==> src/rtl/scl_div_pkg.sv <==
// Package: shared widths, configuration record and period arithmetic for
// the SCL rate divider. Assumes the base and step multiplier are fixed at
// build time; only the field widths are meant to be changed.
package scl_div_pkg;

    localparam int DIV_W      = 3;   // prescale code width
    localparam int STEP_W     = 6;   // step setting width
    localparam int COMP_W     = 6;   // compensation count width
    localparam int BASE_TICKS = 20;  // fixed part of every period
    localparam int STEP_SHIFT = 3;   // each step adds 2**STEP_SHIFT ticks

    localparam int CFG_W   = DIV_W + STEP_W;
    localparam int PER_MAX = BASE_TICKS
                           + (((1 << STEP_W) - 1) << STEP_SHIFT)
                           + ((1 << COMP_W) - 1);
    localparam int PER_W   = $clog2(PER_MAX + 1);

    typedef struct packed {
        logic [STEP_W-1:0] step;
        logic [DIV_W-1:0]  div;
        logic [COMP_W-1:0] comp;
    } rate_cfg_t;

    // Full SCL period in internal-clock ticks for a configuration.
    function automatic logic [PER_W-1:0] period_of(rate_cfg_t c);
        return PER_W'(BASE_TICKS)
             + (PER_W'(c.step) << STEP_SHIFT)
             + PER_W'(c.comp);
    endfunction

    // Low-phase length: half the period, rounded up.
    function automatic logic [PER_W-1:0] low_of(logic [PER_W-1:0] per);
        logic [PER_W:0] sum;
        sum = {1'b0, per} + {{PER_W{1'b0}}, 1'b1};
        return sum[PER_W:1];
    endfunction

endpackage

==> src/rtl/scl_cfg_stage.sv <==
// Configuration staging. Captures the packed word and the compensation
// input on a write. It hands an active copy to the counters only when
// `load` is high, which the top drives at period boundaries and while idle.
// Assumes the word layout {step, div} with div in the low bits.
module scl_cfg_stage
    import scl_div_pkg::*;
(
    input  logic              clk,
    input  logic              rst_n,
    input  logic              wr_en,
    input  logic [CFG_W-1:0]  wr_word,
    input  logic [COMP_W-1:0] comp_in,
    input  logic              load,
    output rate_cfg_t         act_cfg
);

    rate_cfg_t pend_q;
    rate_cfg_t pend_nxt;
    rate_cfg_t act_q;

    // Select the freshly written value or keep the held one.
    always_comb begin
        if (wr_en) begin
            pend_nxt.div  = wr_word[DIV_W-1:0];
            pend_nxt.step = wr_word[CFG_W-1:DIV_W];
            pend_nxt.comp = comp_in;
        end else begin
            pend_nxt = pend_q;
        end
    end

    // Hold the last written configuration.
    always_ff @(posedge clk) begin
        if (!rst_n) pend_q <= '0;
        else        pend_q <= pend_nxt;
    end

    // Promote the pending configuration at a boundary only.
    always_ff @(posedge clk) begin
        if (!rst_n)    act_q <= '0;
        else if (load) act_q <= pend_nxt;
    end

    assign act_cfg = act_q;

endmodule

==> src/rtl/scl_prescaler.sv <==
// First-stage divider. Emits a one-clock enable every (div_code + 1)
// system clocks while `en` is high. The count is cleared while idle so
// that the first enable after start comes a full interval later.
// Assumes div_code changes only in a cycle in which `tick` is high.
module scl_prescaler
    import scl_div_pkg::*;
(
    input  logic             clk,
    input  logic             rst_n,
    input  logic             en,
    input  logic [DIV_W-1:0] div_code,
    output logic             tick
);

    logic [DIV_W-1:0] cnt_q;
    logic             at_top;

    assign at_top = (cnt_q == div_code);
    assign tick   = en && at_top;

    // Count system clocks within one internal-clock interval.
    always_ff @(posedge clk) begin
        if (!rst_n || !en) cnt_q <= '0;
        else if (at_top)   cnt_q <= '0;
        else               cnt_q <= cnt_q + DIV_W'(1);
    end

endmodule

==> src/rtl/scl_phase_ctr.sv <==
// Second-stage counter. Walks through one SCL period in internal-clock
// ticks, drives the SCL level and registers the phase-start strobes so
// that they line up with the level change. Assumes period >= 2 and that
// period and low_len change only when `wrap` is high or while idle.
module scl_phase_ctr
    import scl_div_pkg::*;
(
    input  logic             clk,
    input  logic             rst_n,
    input  logic             en,
    input  logic             run_nxt,
    input  logic             tick,
    input  logic [PER_W-1:0] period,
    input  logic [PER_W-1:0] low_len,
    output logic [PER_W-1:0] pos,
    output logic             wrap,
    output logic             scl_o,
    output logic             low_stb,
    output logic             high_stb
);

    logic [PER_W-1:0] pos_q;
    logic             last_pos;
    logic             last_low;
    logic             low_q;
    logic             high_q;

    assign last_pos = (pos_q == period - PER_W'(1));
    assign last_low = (pos_q == low_len - PER_W'(1));
    assign wrap     = tick && last_pos;

    // Advance the position inside the period on each internal tick.
    always_ff @(posedge clk) begin
        if (!rst_n || !en) pos_q <= '0;
        else if (wrap)     pos_q <= '0;
        else if (tick)     pos_q <= pos_q + PER_W'(1);
    end

    // Flag the first clock of each low and high phase.
    always_ff @(posedge clk) begin
        if (!rst_n) begin
            low_q  <= 1'b0;
            high_q <= 1'b0;
        end else begin
            low_q  <= run_nxt && (!en || wrap);
            high_q <= run_nxt && en && tick && last_low;
        end
    end

    assign pos      = pos_q;
    assign scl_o    = !(en && (pos_q < low_len));
    assign low_stb  = low_q;
    assign high_stb = high_q;

endmodule

==> src/rtl/scl_rate_gen.sv <==
// Top of the SCL rate divider. Registers the engine's run request, stages
// the configuration and chains the prescaler into the phase counter.
// Assumes the byte engine samples scl_o and the strobes on the system clock.
module scl_rate_gen
    import scl_div_pkg::*;
(
    input  logic              clk,
    input  logic              rst_n,
    input  logic              run,
    input  logic              cfg_we,
    input  logic [8:0]        cfg_word,
    input  logic [5:0]        comp_cnt,
    output logic              ick_en,
    output logic              scl_o,
    output logic              low_stb,
    output logic              high_stb
);

    logic             en_q;
    logic             wrap_w;
    logic             load_w;
    rate_cfg_t        act_cfg;
    logic [PER_W-1:0] period_w;
    logic [PER_W-1:0] low_w;
    logic [PER_W-1:0] pos_q;

    // Register the run request so every stage sees one start cycle.
    always_ff @(posedge clk) begin
        if (!rst_n) en_q <= 1'b0;
        else        en_q <= run;
    end

    assign load_w   = !en_q || wrap_w;
    assign period_w = period_of(act_cfg);
    assign low_w    = low_of(period_w);

    scl_cfg_stage i_cfg (
        .clk     (clk),
        .rst_n   (rst_n),
        .wr_en   (cfg_we),
        .wr_word (CFG_W'(cfg_word)),
        .comp_in (COMP_W'(comp_cnt)),
        .load    (load_w),
        .act_cfg (act_cfg)
    );

    scl_prescaler i_pre (
        .clk      (clk),
        .rst_n    (rst_n),
        .en       (en_q),
        .div_code (act_cfg.div),
        .tick     (ick_en)
    );

    scl_phase_ctr i_phase (
        .clk      (clk),
        .rst_n    (rst_n),
        .en       (en_q),
        .run_nxt  (run),
        .tick     (ick_en),
        .period   (period_w),
        .low_len  (low_w),
        .pos      (pos_q),
        .wrap     (wrap_w),
        .scl_o    (scl_o),
        .low_stb  (low_stb),
        .high_stb (high_stb)
    );

endmodule

==> config.mk <==
export PLATFORM = sky130hd
export DESIGN_NAME = scl_rate_gen
export DESIGN_NICKNAME = d
export VERILOG_FILES = /design/src/rtl/scl_div_pkg.sv /design/src/rtl/scl_cfg_stage.sv /design/src/rtl/scl_prescaler.sv /design/src/rtl/scl_phase_ctr.sv /design/src/rtl/scl_rate_gen.sv
export SDC_FILE = /design/constraint.sdc
export NUM_CORES = 1
export LEC_CHECK = 0
export CAP_MARGIN = 20
export CORE_ASPECT_RATIO = 0.5
export CORE_MARGIN = 2
export CORE_UTILIZATION = 30
export CTS_BUF_LIST = sky130_fd_sc_hd__clkbuf_16
export CTS_CLUSTER_SIZE = 10
export DETAILED_ROUTE_END_ITERATION = 6
export PLACE_DENSITY_LB_ADDON = 0.15
export SLEW_MARGIN = 20
export SYNTH_ARGS = -nofsm -noshare
export SYNTH_HDL_FRONTEND = slang
export SYNTH_SLANG_ARGS = --single-unit
export TNS_END_PERCENT = 10
==> constraint.sdc <==
create_clock -name clk -period 3.6 [get_ports clk]
set_input_delay 0.72 -clock clk [delete_from_list [all_inputs] [get_ports clk]]
set_output_delay 0.72 -clock clk [all_outputs]
set_load 0.1 [all_outputs]
; Word level (Yosys, flattened, before mapping)
; Cells that the tools add are included.
[totals]
regBits = 46
input_bits = 19
output_inout_bits = 4
elab_cells = 37
[op_classes]
add_sub_neg = 7
magnitude_cmp = 1
n_eq_ne = 3
mux = 1
n_reduce_logical = 14
[op_table]
columns = op, count
row1 = 10-bit equality test, 2
row2 = 10-bit by 1-bit subtractor with 10-bit output (second input constant), 2
row3 = 15-bit two-way mux, 1
row4 = 10-bit by 1-bit adder with 11-bit output (second input constant), 1
row5 = 10-bit by 1-bit adder with 10-bit output (second input constant), 1
row6 = 10-bit by 6-bit adder with 10-bit output, 1
row7 = 5-bit by 9-bit adder with 10-bit output (first input constant), 1
row8 = 10-bit < comparator, 1
row9 = 1-bit logical AND, 7
row10 = 2-bit OR reduction, 2
row11 = 3-bit by 1-bit adder with 3-bit output (second input constant), 1
row12 = 3-bit equality test, 1
row13 = 1-bit logical NOT, 3
row14 = 1-bit logical OR, 2

; Longest topological paths before layout
; Gate-level depths: netlist (run 1).
[depth]
ltp_word = 7
depth_mapped = 14
depth_no_buf = 14

; Hierarchy
; Synthesis (run 1) repeated with hierarchy kept, for this count alone.
[unflattened]
hier_cells = 341
hier_area_um2 = 3065.4
[by_module_without_submodules]
columns = mod, instances, cells_each, area_each_um2, seq_area_each_um2
row1 = scl_phase_ctr, 1, 175, 1381.3, 240.2
row2 = scl_cfg_stage, 1, 98, 1049.8, 600.6
row3 = scl_rate_gen, 1, 54, 484.2, 20.0
row4 = scl_prescaler, 1, 14, 150.1, 60.1

; Least setup slack after synthesis (run 1)
; No wires, ideal clock.
[synth_path]
kind = reg-to-output
start = reg i_cfg.act_q, in the netlist i_cfg.act_cfg[3]
end = out scl_o
t_arrival_ns = 3.391
required_ns = 2.880
path_slack_ns = -0.511
path_stages_with_launch = 15
path_buffers = 0
path_cell_list = dfxtp_1 > ha_1 > ha_1 > inv_1 > fa_1 > nand2b_1 > a21oi_2 > xor2_1 > nand4_1 > xor2_1 > inv_1 > ha_1 > nand2_1 > o21ai_0 > a31o_2
[synth_via]
elab_chain_len = 5
[synth_lines]
columns = element, line_no
row1 = from (decl), scl_cfg_stage.sv:19  ; rate_cfg_t act_q;
row2 = from (signal assigned), scl_cfg_stage.sv:41  ; else if (load) act_q <= pend_nxt;
row3 = 10-bit by 6-bit adder with 10-bit output, scl_div_pkg.sv:28  ; + PER_W'(c.comp);
row4 = 10-bit by 1-bit adder with 11-bit output, scl_div_pkg.sv:34  ; sum = {1'b0, per} + {{PER_W{1'b0}}, 1'b1};
row5 = 10-bit < comparator, scl_phase_ctr.sv:51  ; assign scl_o = !(en && (pos_q < low_len));
row6 = 1-bit logical AND, scl_phase_ctr.sv:51
row7 = 1-bit logical NOT, scl_phase_ctr.sv:51
row8 = to (decl), scl_rate_gen.sv:14  ; output logic scl_o,
; Every way passes these cells.

; Worst setup path in the final report (run 1)
[layout_path]
start = reg i_cfg.act_q, in the netlist i_cfg.act_cfg[9]
end = out scl_o
[layout_via]
elab_chain_len = 6
[layout_lines]
columns = element, line_no
row1 = 5-bit by 9-bit adder with 10-bit output, scl_div_pkg.sv:27  ; + (PER_W'(c.step) << STEP_SHIFT)
row2 = 10-bit by 6-bit adder with 10-bit output, scl_div_pkg.sv:28
row3 = 10-bit by 1-bit adder with 11-bit output, scl_div_pkg.sv:34
row4 = 10-bit < comparator, scl_phase_ctr.sv:51
row5 = 1-bit logical AND, scl_phase_ctr.sv:51
row6 = 1-bit logical NOT, scl_phase_ctr.sv:51
; Every way passes these cells.

==> key figures, run 1 <==
Critical path
  – Worst setup EP type: primary output
  – Kind of critical path: reg -> out
  – Worst Path Required: approximately 2900 ps
  – Worst setup SP type: flop
  – Worst-path fanout max: 4
  – Critical path data arrival time: 3280 ps

Timing
  – Tcrit/Tclk final: 1.11
  – Final Hold Viols: 0
  – Clk_skew: about 8.6 ps
  – Relative slew slack: 0.354
  – Crit path time final: 4000 ps
  – RSZ-0062 raised after global routing: true
  – Max Clk Rate: between 0.2 and 0.25 GHz
  – Worst slew pin tran: 965 ps
  – Max Slew Vio Count: 0
  – # setup viols final: 1
  – Post-route setup slack: -401 ps

Layout
  – Sequential Area: 926 um^2
  – Multi-input logic area: 0.00208 mm^2
  – Commonest non-fill, non-tap cells in the layout: buf_4 (43), dfxtp_1 (42), xnor2_1 (25)
  – Layout Nets: 411
  – Area growth, synth to finish: 36.0%
  – Non-filler cells, final: 503
  – Layout cell share with drive strength beyond 1: 0.255
  – Final-layout fill cell count: 922
  – Core Util, Final: 0.420
  – Most common cell after layout, fill and taps aside: buf_4
  – Inserted Diodes: 0

Yosys
  – Ys async rst share: 0
  – Yosys warns: 0
  – Register area share after synthesis: 0.317
  – Cells after Synth: 306
  – Synth Cell Area: 0.00290 mm^2
  – Post-synth EDFFs: 0
  – Syn_nets: between 300 and 400
  – Top_reg_cell synth: dfxtp_1
  – FF+latch count, synth: 46
  – Yosys cell types: 54
  – Mean Syn Cell Area: ~9.5 um^2

Run status
  – Failing checks: negative setup slack
  – Outcome: finished, violations left

Drt
  – Met1 wire length: 3.39 mm
  – Final ANT Viol Nets: 0
  – Vias per inst: 4.66
  – Via Count: between 2,000 and 2,500
  – # DRC: 0
  – Wirelength, routed: roughly 6.9 mm
  – Met2 layer wire length in the routed design: about 3.3 mm
  – Wirelength per Cell: 13.7 um
  – Drt initial violations: a little under 50
  – DR top layer: met4
  – Detailed Routing Iterations Pass 1: 4
  – Met3 Wirelength: 178 um

Clock network
  – Hold buffer count at CTS: 0
  – CTS sink cnt: 46
  – Worst-Skew Late Latency: between 200 and 300 ps
  – Max clock buf depth: 2
  – H-tree levels: 2
  – CTS tree: built
  – Clk slew on worst S/H paths: 70 ps
  – CTS root buf: clkbuf_16
  – CTS buffer count: 5

Floorplan
  – Initial Util: 0.308
  – FP Rows: 25
  – Core footprint: 0.00942 mm^2
  – Die Span X: 143 um
  – Die height: 73.6 um
  – Die area: 0.0105 mm^2
  – # IOs: 23

Pwr
  – Power Density: 391 mW/mm^2
  – Total chip power: roughly 1.5 mW
  – LEAKAGE: 1.59 nW
  – Worst VDD drop: roughly 0.00018 V

Global route
  – Gr ovfl total: 0
  – Initial antenna violation count: 0
  – Vias in the first global route: 2,419
  – Largest net degree at the start of global routing: 19
  – Tot GR Track Use: 0.143
  – First-pass GRT wire length: about 12 mm

Placed design
  – Pre-CTS setup slack: -281 ps
  – Detailed Place HPWL: around 5.3 mm
  – Placer Congestion: 0.777
  – Port bufs: 22
  – Placed Cells: 490

Hold path
  – Hold Path Class: reg -> reg

Job
  – Max_cap viols: 0
worst paths after layout:
check        slack [ps]  cells after the start                     startpoint                          end
max                -400                     13  i_cfg.act_cfg[9]$_SDFFE_PN0P_                        scl_o
min                 460                      1      i_pre.cnt_q[0]$_SDFF_PP0_    i_pre.cnt_q[0]$_SDFF_PP0_
max reg2reg         120                     14  i_cfg.act_cfg[9]$_SDFFE_PN0P_  i_phase.high_stb$_SDFF_PN0_
min reg2reg         460                      1      i_pre.cnt_q[0]$_SDFF_PP0_    i_pre.cnt_q[0]$_SDFF_PP0_
power breakdown:
| group | internal (mW) | leakage (nW) | switching (mW) |
|---|---|---|---|
| Combinational | 0.271 | 1.14 | 0.257 |
| Sequential | 0.536 | 0.379 | 0.0174 |
| Clock | 0.258 | 0.0740 | 0.206 |
| Total | 1.06 | 1.59 | 0.480 |
worst max-delay path, stage by stage (launching register included):
cell,delay [ps]
dfxtp_2,340
ha_4,270
ha_4,130
inv_2,30
fa_2,360
xnor2_1,390
buf_4,200
and4_1,250
a221oi_4,60
ha_1,330
a21oi_2,170
o21ai_2,70
a31o_4,220
buf_12,160
through the flow:
step,hold WS [ps],setup TNS [ps],cell area (um^2)
2_1_floorplan,428,-144,3010
3_3_place_gp,443,-119,3640
3_5_place_dp,455,-281,3640
4_1_cts,472,-381,3880
5_1_grt,489,-598,3950
6_report,460,-401,3950
synth_stat cells, drive strengths merged, types with 2 or more instances:
master | n | share of area
xor2 | 25 | 0.075
nor2 | 19 | 0.025
a21oi | 5 | 0.014
nor2b | 16 | 0.034
and2 | 4 | 0.0090
nand3 | 11 | 0.021
nand2 | 13 | 0.017
inv | 17 | 0.022
nand2b | 2 | 0.0043
nand3b | 4 | 0.010
mux2i | 16 | 0.055
o21a | 4 | 0.010
nor4 | 2 | 0.0043
or4 | 3 | 0.010
nand4 | 5 | 0.011
dfxtp | 46 | 0.32
and4 | 3 | 0.0090
o22a | 15 | 0.045
and3 | 4 | 0.0086
xnor2 | 26 | 0.078
clkbuf | 7 | 0.0090
ha | 24 | 0.10
a211oi | 3 | 0.0095
buf | 4 | 0.011
o21ai | 3 | 0.0052
a211o | 2 | 0.0090
nor3 | 6 | 0.012
repair_timing:
item                                   CTS  global route
pin swaps                               15             2
setup endpoints to repair                1             2
endpoints found under the hold margin    0             0
setup buffers                            5             0
gates resized for setup                 11             9
layer usage:
| metal | track usage | up-vias |
|---|---|---|
| li1 | - | 1193 |
| met1 | 0.181 | 1116 |
| met2 | 0.247 | 27 |
| met3 | 0.0346 | 6 |
| met4 | 0.0352 | 0 |
| met5 | 0 | - |
flip-flops by register name, indices dropped and copies added (netlist names):
name,cells
i_phase.high_stb,1
i_phase.low_stb,1
i_pre.cnt_q,3
i_phase.pos,10
i_cfg.pend_q,15
en_q,1
i_cfg.act_cfg,15
kinds of logic after synthesis:
logic type                 count (synthesis)  synth area share
adders and majority gates                 25             0.110
other                                      1           0.00129
and+or+nand+nor                           98             0.195
xor gates and xnor gates                  51             0.154
AOI/OAI and AO/OA                         41             0.125
muxes                                     16            0.0551
buffers and inverters                     28            0.0422
DFF                                       46             0.317
final cells by class:
cell class	count	share of cell area
clock buffer	5	0.0317
multi-input combinational	232	0.528
clock inverter	3	0.00475
inverter	17	0.0162
sequential	46	0.234
tap	135	0.0428
timing repair buffer	65	0.143
No activity file was read; power rests on OpenSTA's default activity.
==> run 2, diff against run 1 <==
SLEW_MARGIN = 15   (was 20)
clock period = 5.1 ns   (was 3.6 ns; I/O delays follow)
==> key figures, run 2 (synthesis gave the netlist of run 1 again) <==
Run status
  – Outcome: finished, final reports clean

Hold path
  – Hold Path Class: reg -> reg
  – Hold Path Origin: i_pre.cnt_q[0]$_SDFF_PP0_
  – Hold Path Sink: i_pre.cnt_q[0]$_SDFF_PP0_
  – Hold depth: 1 (unchanged)

Drt
  – Vias per inst: 4.61 (-1.0%)
  – Final ANT Viol Nets: 0 (unchanged)
  – Via Count: 2,125 (-9.3%)
  – Wirelength, routed: 5.90 mm (-14%)
  – # DRC: 0 (unchanged)
  – Wirelength per Cell: 12.8 um (-6.6%)
  – Drt initial violations: 53 (+8.2%)
  – Detailed Routing Iterations Pass 1: 4 (unchanged)

Global route
  – Vias in the first global route: 2,061 (-15%)
  – First-pass GRT wire length: 10.2 mm (-13%)
  – Tot GR Track Use: 0.124 (-0.0189)
  – Largest net degree at the start of global routing: 20 (+1)
  – Gr ovfl total: 0 (unchanged)
  – Initial antenna violation count: 0 (unchanged)

Clock network
  – Worst-Skew Late Latency: 290 ps (about the same)
  – Max clock buf depth: 2 (unchanged)
  – H-tree levels: 2 (unchanged)
  – Hold buffer count at CTS: 0 (unchanged)
  – CTS tree: built
  – Setup Buffers After CTS: 0 (-5)
  – PostCTS Resize Cnt: 0 (-11)
  – CTS root buf: clkbuf_16
  – Clk slew on worst S/H paths: 70 ps (about the same)
  – CTS sink cnt: 46 (unchanged)
  – CTS buffer count: 5 (unchanged)

Placed design
  – Placer Congestion: 0.734 (-5.5%)
  – Port bufs: 22 (unchanged)
  – Detailed Place HPWL: 4.64 mm (-13%)

Critical path
  – Critical path data arrival time: 3790 ps (+510 ps)
  – R2r setup slk: 1320 ps (+1200 ps)
  – FF-to-FF End: i_phase.high_stb$_SDFF_PN0_
  – Worst-path fanout max: 7 (+3)
  – Worst setup EP type: primary output
  – Kind of critical path: reg -> out
  – Worst setup SP type: flop
  – Worst Path Required: 4080 ps (+1200 ps)
  – Critical Path Start: i_cfg.act_cfg[4]$_SDFFE_PN0P_
  – Critical R2R Launch: i_cfg.act_cfg[3]$_SDFFE_PN0P_
  – FF-to-FF path depth: 12 (-2)

Floorplan
  – FP Rows: 25 (unchanged)
  – Die height: 73.6 um (unchanged)
  – Die Span X: 143 um (unchanged)
  – # IOs: 23 (unchanged)
  – Core footprint: 0.00942 mm^2 (unchanged)
  – Die area: 0.0105 mm^2 (unchanged)
  – Initial Util: 0.308 (unchanged)

Job
  – Max_cap viols: 0 (unchanged)

Layout
  – Commonest non-fill, non-tap cells in the layout: dfxtp_1 (46), xnor2_1 (26), ha_1 (24)
  – Final-layout fill cell count: 963 (+4.4%)
  – Multi-input logic area: 0.00189 mm^2 (-9.5%)
  – Sequential Area: 921 um^2 (-0.54%)
  – Layout Nets: 369 (-10%)
  – Inserted Diodes: 0 (unchanged)
  – Layout cell share with drive strength beyond 1: 0.0828 (-0.173)
  – Area growth, synth to finish: 18.7%
  – Most common cell after layout, fill and taps aside: dfxtp_1

Pwr
  – Worst VDD drop: 0.000133 V (-27%)
  – LEAKAGE: 1.37 nW (-14%)
  – Power Density: 299 mW/mm^2 (-24%)
  – Total chip power: 1.03 mW (-33%)

Timing
  – Worst slew pin tran: 971 ps (+5.53 ps)
  – Crit path time final: 4810 ps
  – Max Clk Rate: 0.208 GHz
  – Post-route setup TNS: 0 ps (+401 ps)
  – Tcrit/Tclk final: 0.944
  – # setup viols final: 0 (-1)
  – Hold WS: 463 ps (+2.65 ps)
  – Max Slew Vio Count: 0 (unchanged)
  – Final Hold Viols: 0 (unchanged)
  – Clk_skew: 5.72 ps (-2.92 ps)
  – RSZ-0062 raised after global routing: false
  – Relative slew slack: 0.351 (-0.00370)
==> run 2: through the flow <==
stage	util	instance area (um^2)	setup slack, ps	cells
after floorplan	-	2900	689	306
after global placement	0.345	3250	567	453
after detailed placement	0.345	3250	419	453
after CTS	0.363	3420	101	461
after global routing	0.366	3450	20.2	461
final	0.366	3450	286	461
==> run 2: worst max path at each step <==
stage | to | cells after the start
6_report | scl_o | 15
5_1_grt | scl_o | 15
4_1_cts | scl_o | 15
3_5_place_dp | scl_o | 15
3_3_place_gp | scl_o | 15
2_1_floorplan | scl_o | 14
==> run 2: metal layers <==
| layer | vias up | share of wire | routed length, um | track usage |
|---|---|---|---|---|
| met5 | - | 0 | 0 | 0 |
| met4 | 0 | 0.0076 | 45 | 0.0231 |
| met3 | 4 | 0.022 | 127 | 0.0274 |
| met2 | 13 | 0.44 | 2590 | 0.208 |
| met1 | 1004 | 0.53 | 3140 | 0.166 |
| li1 | 1104 | - | - | - |
==> run 2: critical path: stages, from the launching register on <==
cell,delay [ps]
dfxtp_1,330
inv_1,50
ha_1,330
inv_1,60
ha_1,300
a211o_4,380
and2_2,220
o21ai_0,190
xor2_1,410
xor2_2,210
inv_1,80
ha_1,290
a21oi_1,130
o21ai_0,90
a31o_2,270
buf_12,160
==> run 2: layout make-up <==
class,count,share of cell area
Timing Repair Buffer,23,0.0690
Inverter,17,0.0185
Tap cell,135,0.0490
Multi-Input combinational cell,232,0.547
Sequential cell,46,0.267
Clock buffer,5,0.0363
Clock inverter,3,0.0127
==> run 2: power breakdown <==
| part | leakage, nW | switching (mW) | internal [mW] |
|---|---|---|---|
| registers | 0.378 | 0.0134 | 0.378 |
| logic | 0.908 | 0.144 | 0.116 |
| clock network | 0.0842 | 0.146 | 0.232 |
| total | 1.37 | 0.303 | 0.726 |
